## config.mk

```make
export PLATFORM = sky130hd
export DESIGN_NAME = raster_timing_gen
export DESIGN_NICKNAME = d
export VERILOG_FILES = /design/src/rtl/rtg_pkg.sv /design/src/rtl/rtg_regs.sv /design/src/rtl/rtg_axis.sv /design/src/rtl/raster_timing_gen.sv
export SDC_FILE = /design/constraint.sdc
export NUM_CORES = 1
export LEC_CHECK = 0
export BUFFER_PORTS_ARGS = -buffer_cell sky130_fd_sc_hd__buf_4
export CAP_MARGIN = 5
export CORE_MARGIN = 5
export CORE_UTILIZATION = 55
export CTS_BUF_LIST = sky130_fd_sc_hd__clkbuf_2
export DETAILED_ROUTE_END_ITERATION = 8
export PLACE_DENSITY = 0.77
export SYNTH_ARGS = -nofsm -noshare
export SYNTH_HDL_FRONTEND = slang
export SYNTH_HIERARCHICAL = 1
export SYNTH_SLANG_ARGS = --single-unit
```

## constraint.sdc

```tcl
create_clock -name clk -period 10.15 [get_ports clk]
set_input_delay 1.015 -clock clk [delete_from_list [all_inputs] [get_ports clk]]
set_output_delay 1.015 -clock clk [all_outputs]
set_load 0.02 [all_outputs]
```

## src/rtl/rtg_pkg.sv

```systemverilog
package rtg_pkg;

    localparam int TAG_W          = 6;
    localparam logic [5:0] TAG_H_BASE = 6'h20;
    localparam logic [5:0] TAG_V_BASE = 6'h28;
    localparam logic [5:0] TAG_CTRL   = 6'h38;

    localparam int NUM_AXIS_REGS  = 8;

    // horizontal slots
    localparam int IDX_CYCLE      = 0;
    localparam int IDX_SYNC_W     = 1;
    localparam int IDX_BORD_START = 2;
    localparam int IDX_DISP_START = 3;
    localparam int IDX_DISP_END   = 4;
    localparam int IDX_BORD_END   = 5;
    localparam int IDX_CUR_START  = 6;
    localparam int IDX_H_SHIFT    = 7;
    localparam int IDX_V_CUR_END  = 7;

    localparam int FIELD_LSB_TIMING = 14;
    localparam int FIELD_LSB_CURSOR = 13;
    localparam int FIELD_LSB_CUR_HI = 11;

    localparam int CTL_BIT_INTERLACE = 6;
    localparam int CTL_BIT_COMPOSITE = 7;

    typedef enum logic [2:0] {
        SEG_SYNC,
        SEG_LEAD_BLANK,
        SEG_LEAD_BORDER,
        SEG_ACTIVE,
        SEG_TRAIL_BORDER,
        SEG_TRAIL_BLANK
    } seg_e;

endpackage

```

## src/rtl/rtg_regs.sv

```systemverilog
module rtg_regs
    import rtg_pkg::*;
#(
    parameter int VAL_W = 10,
    parameter int CUR_W = VAL_W + 3
) (
    input  logic             clk,
    input  logic             rst_n,
    input  logic             wr_en,
    input  logic [31:0]      wr_data,
    input  logic             hires_cursor,
    input  logic             frame_end,
    output logic [VAL_W-1:0] h_act [NUM_AXIS_REGS],
    output logic [VAL_W-1:0] v_act [NUM_AXIS_REGS],
    output logic [CUR_W-1:0] h_cur,
    output logic             ctl_il,
    output logic             ctl_cs,
    output logic [1:0]       ctl_dot
);

    localparam int CUR_LO_W = CUR_W - 2;

    logic [TAG_W-1:0] tag;
    logic [VAL_W-1:0] timing_val;
    logic [CUR_W-1:0] cursor_val;
    logic             unused_wr_parity;

    logic [VAL_W-1:0] h_pend [NUM_AXIS_REGS];
    logic [VAL_W-1:0] v_pend [NUM_AXIS_REGS];
    logic [CUR_W-1:0] cur_pend;
    logic             il_pend;
    logic             cs_pend;
    logic [1:0]       dot_pend;

    always_comb begin
        tag              = wr_data[31 -: TAG_W];
        timing_val       = wr_data[FIELD_LSB_TIMING +: VAL_W];
        unused_wr_parity = ^wr_data;
        if (hires_cursor) begin
            cursor_val = wr_data[FIELD_LSB_CUR_HI +: CUR_W];
        end else begin
            cursor_val = CUR_W'(wr_data[FIELD_LSB_CURSOR +: CUR_LO_W]);
        end
    end

    // pending copy: written by the port at any time
    always_ff @(posedge clk) begin
        if (!rst_n) begin
            for (int i = 0; i < NUM_AXIS_REGS; i++) begin
                h_pend[i] <= '0;
                v_pend[i] <= '0;
            end
            cur_pend <= '0;
            il_pend  <= 1'b0;
            cs_pend  <= 1'b0;
            dot_pend <= 2'b00;
        end else if (wr_en) begin
            for (int i = 0; i < NUM_AXIS_REGS; i++) begin
                if (tag == TAG_H_BASE + TAG_W'(i)) begin
                    h_pend[i] <= timing_val;
                end
                if (tag == TAG_V_BASE + TAG_W'(i)) begin
                    v_pend[i] <= timing_val;
                end
            end
            if (tag == TAG_H_BASE + TAG_W'(IDX_CUR_START)) begin
                cur_pend <= cursor_val;
            end
            if (tag == TAG_CTRL) begin
                il_pend  <= wr_data[CTL_BIT_INTERLACE];
                cs_pend  <= wr_data[CTL_BIT_COMPOSITE];
                dot_pend <= wr_data[1:0];
            end
        end
    end

    // working copy: refreshed only at the frame boundary
    always_ff @(posedge clk) begin
        if (!rst_n) begin
            for (int i = 0; i < NUM_AXIS_REGS; i++) begin
                h_act[i] <= '0;
                v_act[i] <= '0;
            end
            h_cur   <= '0;
            ctl_il  <= 1'b0;
            ctl_cs  <= 1'b0;
            ctl_dot <= 2'b00;
        end else if (frame_end) begin
            for (int i = 0; i < NUM_AXIS_REGS; i++) begin
                h_act[i] <= h_pend[i];
                v_act[i] <= v_pend[i];
            end
            h_cur   <= cur_pend;
            ctl_il  <= il_pend;
            ctl_cs  <= cs_pend;
            ctl_dot <= dot_pend;
        end
    end

endmodule

```

## src/rtl/rtg_axis.sv

```systemverilog
module rtg_axis
    import rtg_pkg::*;
#(
    parameter int VAL_W     = 10,
    parameter int CYCLE_ADD = 2,
    parameter int CNT_W     = VAL_W + 1
) (
    input  logic             clk,
    input  logic             rst_n,
    input  logic             step,
    input  logic [VAL_W-1:0] cyc,
    input  logic [VAL_W-1:0] sync_w,
    input  logic [VAL_W-1:0] bord_start,
    input  logic [VAL_W-1:0] disp_start,
    input  logic [VAL_W-1:0] disp_end,
    input  logic [VAL_W-1:0] bord_end,
    output logic [CNT_W-1:0] cnt,
    output logic             last,
    output logic             in_sync,
    output logic             in_border,
    output logic             in_active
);

    seg_e             seg, seg_nx;
    logic [CNT_W-1:0] cnt_nx;

    function automatic logic [CNT_W-1:0] plus_one(input logic [VAL_W-1:0] v);
        return CNT_W'(v) + CNT_W'(1);
    endfunction

    // next count and next segment (count 0 always classifies as sync)
    always_comb begin
        last   = (cnt == CNT_W'(cyc) + CNT_W'(CYCLE_ADD - 1));
        cnt_nx = last ? '0 : cnt + CNT_W'(1);
        if (cnt_nx < plus_one(sync_w)) begin
            seg_nx = SEG_SYNC;
        end else if (cnt_nx < plus_one(bord_start)) begin
            seg_nx = SEG_LEAD_BLANK;
        end else if (cnt_nx < plus_one(disp_start)) begin
            seg_nx = SEG_LEAD_BORDER;
        end else if (cnt_nx < plus_one(disp_end)) begin
            seg_nx = SEG_ACTIVE;
        end else if (cnt_nx < plus_one(bord_end)) begin
            seg_nx = SEG_TRAIL_BORDER;
        end else begin
            seg_nx = SEG_TRAIL_BLANK;
        end
    end

    // state register
    always_ff @(posedge clk) begin
        if (!rst_n) begin
            cnt <= '0;
            seg <= SEG_SYNC;
        end else if (step) begin
            cnt <= cnt_nx;
            seg <= seg_nx;
        end
    end

    // outputs
    always_comb begin
        in_sync   = 1'b0;
        in_border = 1'b0;
        in_active = 1'b0;
        unique case (seg)
            SEG_SYNC:         in_sync   = 1'b1;
            SEG_LEAD_BLANK:   ;
            SEG_LEAD_BORDER:  in_border = 1'b1;
            SEG_ACTIVE: begin
                in_border = 1'b1;
                in_active = 1'b1;
            end
            SEG_TRAIL_BORDER: in_border = 1'b1;
            SEG_TRAIL_BLANK:  ;
            default:          ;
        endcase
    end

endmodule

```

## src/rtl/raster_timing_gen.sv

```systemverilog
module raster_timing_gen
    import rtg_pkg::*;
#(
    parameter int VAL_W      = 10,
    parameter int CURSOR_PIX = 32
) (
    input  logic        clk,
    input  logic        rst_n,
    input  logic        wr_en,
    input  logic [31:0] wr_data,
    input  logic        hires_cursor,
    output logic        hsync,
    output logic        vsync,
    output logic        sync_out,
    output logic        border_active,
    output logic        display_active,
    output logic        cursor_window,
    output logic        field_odd,
    output logic [1:0]  dot_sel
);

    localparam int CNT_W = VAL_W + 1;
    localparam int CUR_W = VAL_W + 3;
    localparam int PIX_W = CUR_W + 1;

    logic [VAL_W-1:0] h_act [NUM_AXIS_REGS];
    logic [VAL_W-1:0] v_act [NUM_AXIS_REGS];
    logic [CUR_W-1:0] h_cur;
    logic             ctl_il, ctl_cs;
    logic [1:0]       ctl_dot;

    logic [CNT_W-1:0] hcnt, vcnt;
    logic             h_last, v_last, frame_end;
    logic             h_sync, h_bord, h_disp;
    logic             v_sync, v_bord, v_disp;

    logic             shift_reached, v_first, v_after;
    logic [PIX_W-1:0] pix_pos, cur_lo, cur_hi;
    logic             h_cur_in, v_cur_in;

    assign frame_end = h_last & v_last;

    rtg_regs #(.VAL_W(VAL_W), .CUR_W(CUR_W)) u_regs (
        .clk          (clk),
        .rst_n        (rst_n),
        .wr_en        (wr_en),
        .wr_data      (wr_data),
        .hires_cursor (hires_cursor),
        .frame_end    (frame_end),
        .h_act        (h_act),
        .v_act        (v_act),
        .h_cur        (h_cur),
        .ctl_il       (ctl_il),
        .ctl_cs       (ctl_cs),
        .ctl_dot      (ctl_dot)
    );

    rtg_axis #(.VAL_W(VAL_W), .CYCLE_ADD(2), .CNT_W(CNT_W)) u_h_axis (
        .clk        (clk),
        .rst_n      (rst_n),
        .step       (1'b1),
        .cyc        (h_act[IDX_CYCLE]),
        .sync_w     (h_act[IDX_SYNC_W]),
        .bord_start (h_act[IDX_BORD_START]),
        .disp_start (h_act[IDX_DISP_START]),
        .disp_end   (h_act[IDX_DISP_END]),
        .bord_end   (h_act[IDX_BORD_END]),
        .cnt        (hcnt),
        .last       (h_last),
        .in_sync    (h_sync),
        .in_border  (h_bord),
        .in_active  (h_disp)
    );

    rtg_axis #(.VAL_W(VAL_W), .CYCLE_ADD(1), .CNT_W(CNT_W)) u_v_axis (
        .clk        (clk),
        .rst_n      (rst_n),
        .step       (h_last),
        .cyc        (v_act[IDX_CYCLE]),
        .sync_w     (v_act[IDX_SYNC_W]),
        .bord_start (v_act[IDX_BORD_START]),
        .disp_start (v_act[IDX_DISP_START]),
        .disp_end   (v_act[IDX_DISP_END]),
        .bord_end   (v_act[IDX_BORD_END]),
        .cnt        (vcnt),
        .last       (v_last),
        .in_sync    (v_sync),
        .in_border  (v_bord),
        .in_active  (v_disp)
    );

    // field parity, updated at the frame boundary with the working control
    always_ff @(posedge clk) begin
        if (!rst_n) begin
            field_odd <= 1'b0;
        end else if (frame_end) begin
            field_odd <= ctl_il ? ~field_odd : 1'b0;
        end
    end

    // odd-field vertical sync shifted along the line
    always_comb begin
        shift_reached = hcnt >= CNT_W'(h_act[IDX_H_SHIFT]);
        v_first       = (vcnt == '0);
        v_after       = (vcnt == CNT_W'(v_act[IDX_SYNC_W]) + CNT_W'(1));
        if (field_odd) begin
            vsync = (v_sync && !(v_first && !shift_reached)) ||
                    (v_after && !shift_reached);
        end else begin
            vsync = v_sync;
        end
    end

    // cursor window: horizontal in pixels, vertical in lines
    always_comb begin
        pix_pos  = PIX_W'({hcnt, 1'b0});
        cur_lo   = PIX_W'(h_cur);
        cur_hi   = cur_lo + PIX_W'(CURSOR_PIX);
        h_cur_in = (pix_pos >= cur_lo) && (pix_pos < cur_hi);
        v_cur_in = (vcnt >= CNT_W'(v_act[IDX_CUR_START]) + CNT_W'(1)) &&
                   (vcnt <  CNT_W'(v_act[IDX_V_CUR_END]) + CNT_W'(1));
    end

    always_comb begin
        hsync          = h_sync;
        sync_out       = ctl_cs ? (h_sync ^ vsync) : h_sync;
        border_active  = h_bord & v_bord;
        display_active = h_disp & v_disp;
        cursor_window  = h_cur_in & v_cur_in;
        dot_sel        = ctl_dot;
    end

endmodule

```

==> summary.md <==
| Metric | Value |
|---|---|
| CP max stage cell | and2_4 |
| Syn-to-layout area delta | 6.94% |
| Hold Path Class | input pin to flip-flop |
| LEAKAGE | 8.42 nW |
| Top Ports | 45 |
| Final setup viols | 0 |
| Syn Nets | 2,209 |
| Final period util | 0.537 |
| Antenna-violating nets left | 0 |
| Critical path class | flip-flop to flip-flop |
| Final Hold Viols | 0 |
| CTS buffer count | 90 |
| Core ar. | 36,800 um^2 |
| Clock Tree Root | clkbuf_2 |
| Postcts setup bufs | 0 |
| R2r setup slk | 4700 ps |
| Num rows | 70 |
| Cts hold-fix bufs | 0 |
| Worst Clk Skew | 85.7 ps |
| Crit path launch | u_regs/h_act[71]$_SDFFE_PN0P_ |
| Slew headroom | 0.166 |
| Data required time of the worst path | 10,980 ps |
| Antenna violations before repair | 1 |
| Layout Cells excl Fill | ~2.6k |
| Clk buf depth | 3 |
| H-tree levels | 3 |
| Final net count | 2,262 |
| Critical R2R Launch | u_regs/h_act[71]$_SDFFE_PN0P_ |
| Worst-path clk slew | 100 ps |
| Data arrival time of the critical path | 6280 ps |
| Crit start category | flip-flop |
| Initial Util | 0.559 |
| DP Cell Count | 2,444 |
| YS warnings | 6 |
| Via density | 5.93 |
| Max_cap viols | 0 |
| CP endpoint | field_odd$_SDFFE_PN0P_ |
| CTS-repair resized insts | 0 |
| Fmax | 0.184 GHz |
| CP max FO | 59 |
| CTS tree | built |
| Critical Path, Cell by Cell | ha_1 > nand3_1 > xnor2_1 > or4_4 > nor4_4 > and2_2 > and2_4 > buf_4 > nand2_1 > mux2_2 > nor2b_1 |
| Outcome | finished clean |
| CTS sink count | 363 |
| Routed wire length per instance | 18.9 um |
| TritonRoute pass-1 iters | 5 |
| Fraction of layout cells with a size suffix above 1 | 0.124 |
| Final Cell Area | 22,000 um^2 |
| DRC violation total after the first TritonRoute iteration | 990 |
| Worst path depth | 11 |
| Met2 WL | ~23 mm |
| Max-slew violation count | 0 |
| Critical path's top delay family | simple AND/OR/NAND/NOR gates |
| Total grt overflow | 0 |
| Residual DRC count | 0 |
| Unrepaired setup endpoints after global routing | false |
| Setup_tns | 0 ps |
| Fin crit period | ~5400 ps |
| Worst R2R Path Depth | 11 |
| CP Capture Type | flip-flop |
| Largest net degree at the start of global routing | 155 |
| Mapped Cells | 2,015 |
| Die Width | approximately 200 um |
| Avg Inst Size Synth | between 10 and 15 um^2 |
| Peak VDD IR | 0.000336 V |
| Area after DPL | ~21,000 um^2 |
| Via count | 15.5k |
| Hpwl dp | 32.6 mm |
| Syn Std Cell Area | roughly 21,000 um^2 |
| Die area | 41,400 um^2 |
| Met3 Wirelength | 3.15 mm |
| Vias in the first global route | around 15k |
| First-pass GRT wire length | 78.8 mm |
| Buf/Inv on CP | 1 |
| CP max stage delay | roughly 980 ps |
| Placer Congestion | 0.870 |
| Worst-Skew Late Latency | 960 ps |
| Layout fillers | roughly 3.1k |
| Met1 wire length | 21.2 mm |
| Max layer used | met4 |
| FF-to-FF End | field_odd$_SDFFE_PN0P_ |
| Post-Route WL | 49.4 mm |
| Die height | around 200 um |
| Worst slew pin tran | between 1000 and 1500 ps |
| Power Density | 309 nW/um^2 |
| GRT Total Usage | 0.236 |
| Buffers on Ports | 35 |
stage by stage:
stage          power [mW]  utilization  hold WS (ps)  setup WS [ps]
2_1_floorplan        5.07            -           434           5990
3_3_place_gp         5.67        0.576           442           4850
3_5_place_dp         5.83        0.576           452           4810
4_1_cts              6.81        0.598           238           4770
5_1_grt              7.31        0.598           281           4410
6_report             6.81        0.598           361           4700
sequential cells by signal (all words and copies together) (netlist names), 2 cells and up:
| name | cells |
|---|---|
| u_regs/h_act | 70 |
| u_h_axis/cnt | 11 |
| u_regs/v_act | 80 |
| u_regs/v_pend | 80 |
| u_regs/cur_pend | 13 |
| u_regs/ctl_dot | 2 |
| u_regs/h_pend | 70 |
| u_regs/dot_pend | 2 |
| u_v_axis/seg | 3 |
| u_regs/h_cur | 13 |
| u_h_axis/seg | 3 |
| u_v_axis/cnt | 11 |
worst min-delay path: cells and delay by family:
family	cells	cell delay (ps)
buffers and inverters	1	110
multiplexers	1	60
AND/OR/NAND/NOR	1	40
worst min-delay path by stage:
stage | startpoint | endpoint | slack, ps | depth (start not counted)
5_1_grt | wr_data[6] | u_regs/il_pend$_SDFFE_PN0P_ | 280 | 3
2_1_floorplan | u_regs/cs_pend$_SDFFE_PN0P_ | u_regs/cs_pend$_SDFFE_PN0P_ | 430 | 2
3_5_place_dp | u_regs/dot_pend[1]$_SDFFE_PN0P_ | u_regs/dot_pend[1]$_SDFFE_PN0P_ | 450 | 2
4_1_cts | wr_data[1] | u_regs/dot_pend[1]$_SDFFE_PN0P_ | 240 | 3
3_3_place_gp | u_regs/dot_pend[0]$_SDFFE_PN0P_ | u_regs/dot_pend[0]$_SDFFE_PN0P_ | 440 | 2
6_report | wr_data[6] | u_regs/il_pend$_SDFFE_PN0P_ | 360 | 3
layout make-up:
class / instances / area, um^2 / area share
multi-input combinational: 1491 / 11100 / 0.506
timing repair buffer: 60 / 463 / 0.0210
clock buffer: 143 / 716 / 0.0325
inverter: 62 / 233 / 0.0106
clock inverter: 23 / 106 / 0.00484
tap: 468 / 586 / 0.0266
sequential: 363 / 8770 / 0.399
antenna: 1 / 2.50 / 0.000114
cell usage in the layout (no fill, tap or decap), types with 42 or more instances in the layout:
cell type / instances
dfxtp_1: 213
o21ai_0: 45
nor2_1: 103
a21oi_1: 42
nand3_1: 119
nor2b_1: 192
buf_4: 59
edfxtp_1: 150
nand2_1: 74
xor2_1: 103
ha_1: 158
nor3_1: 95
clkbuf_2: 143
xnor2_1: 54
inv_1: 60
mux2i_1: 208
report_power, final:
part | total [mW] | switching (mW) | internal (mW)
Clock | 0.956 | 0.584 | 0.372
Sequential | 2.31 | 0.437 | 1.87
Combinational | 3.54 | 1.92 | 1.62
Total | 6.81 | 2.94 | 3.86
routing by layer:
| layer | vias up | track usage |
|---|---|---|
| met5 | - | 0 |
| met4 | 0 | 0.0973 |
| met3 | 125 | 0.0412 |
| met2 | 479 | 0.394 |
| met1 | 7487 | 0.305 |
| li1 | 7397 | - |
No activity file was read; power rests on OpenSTA's default activity.
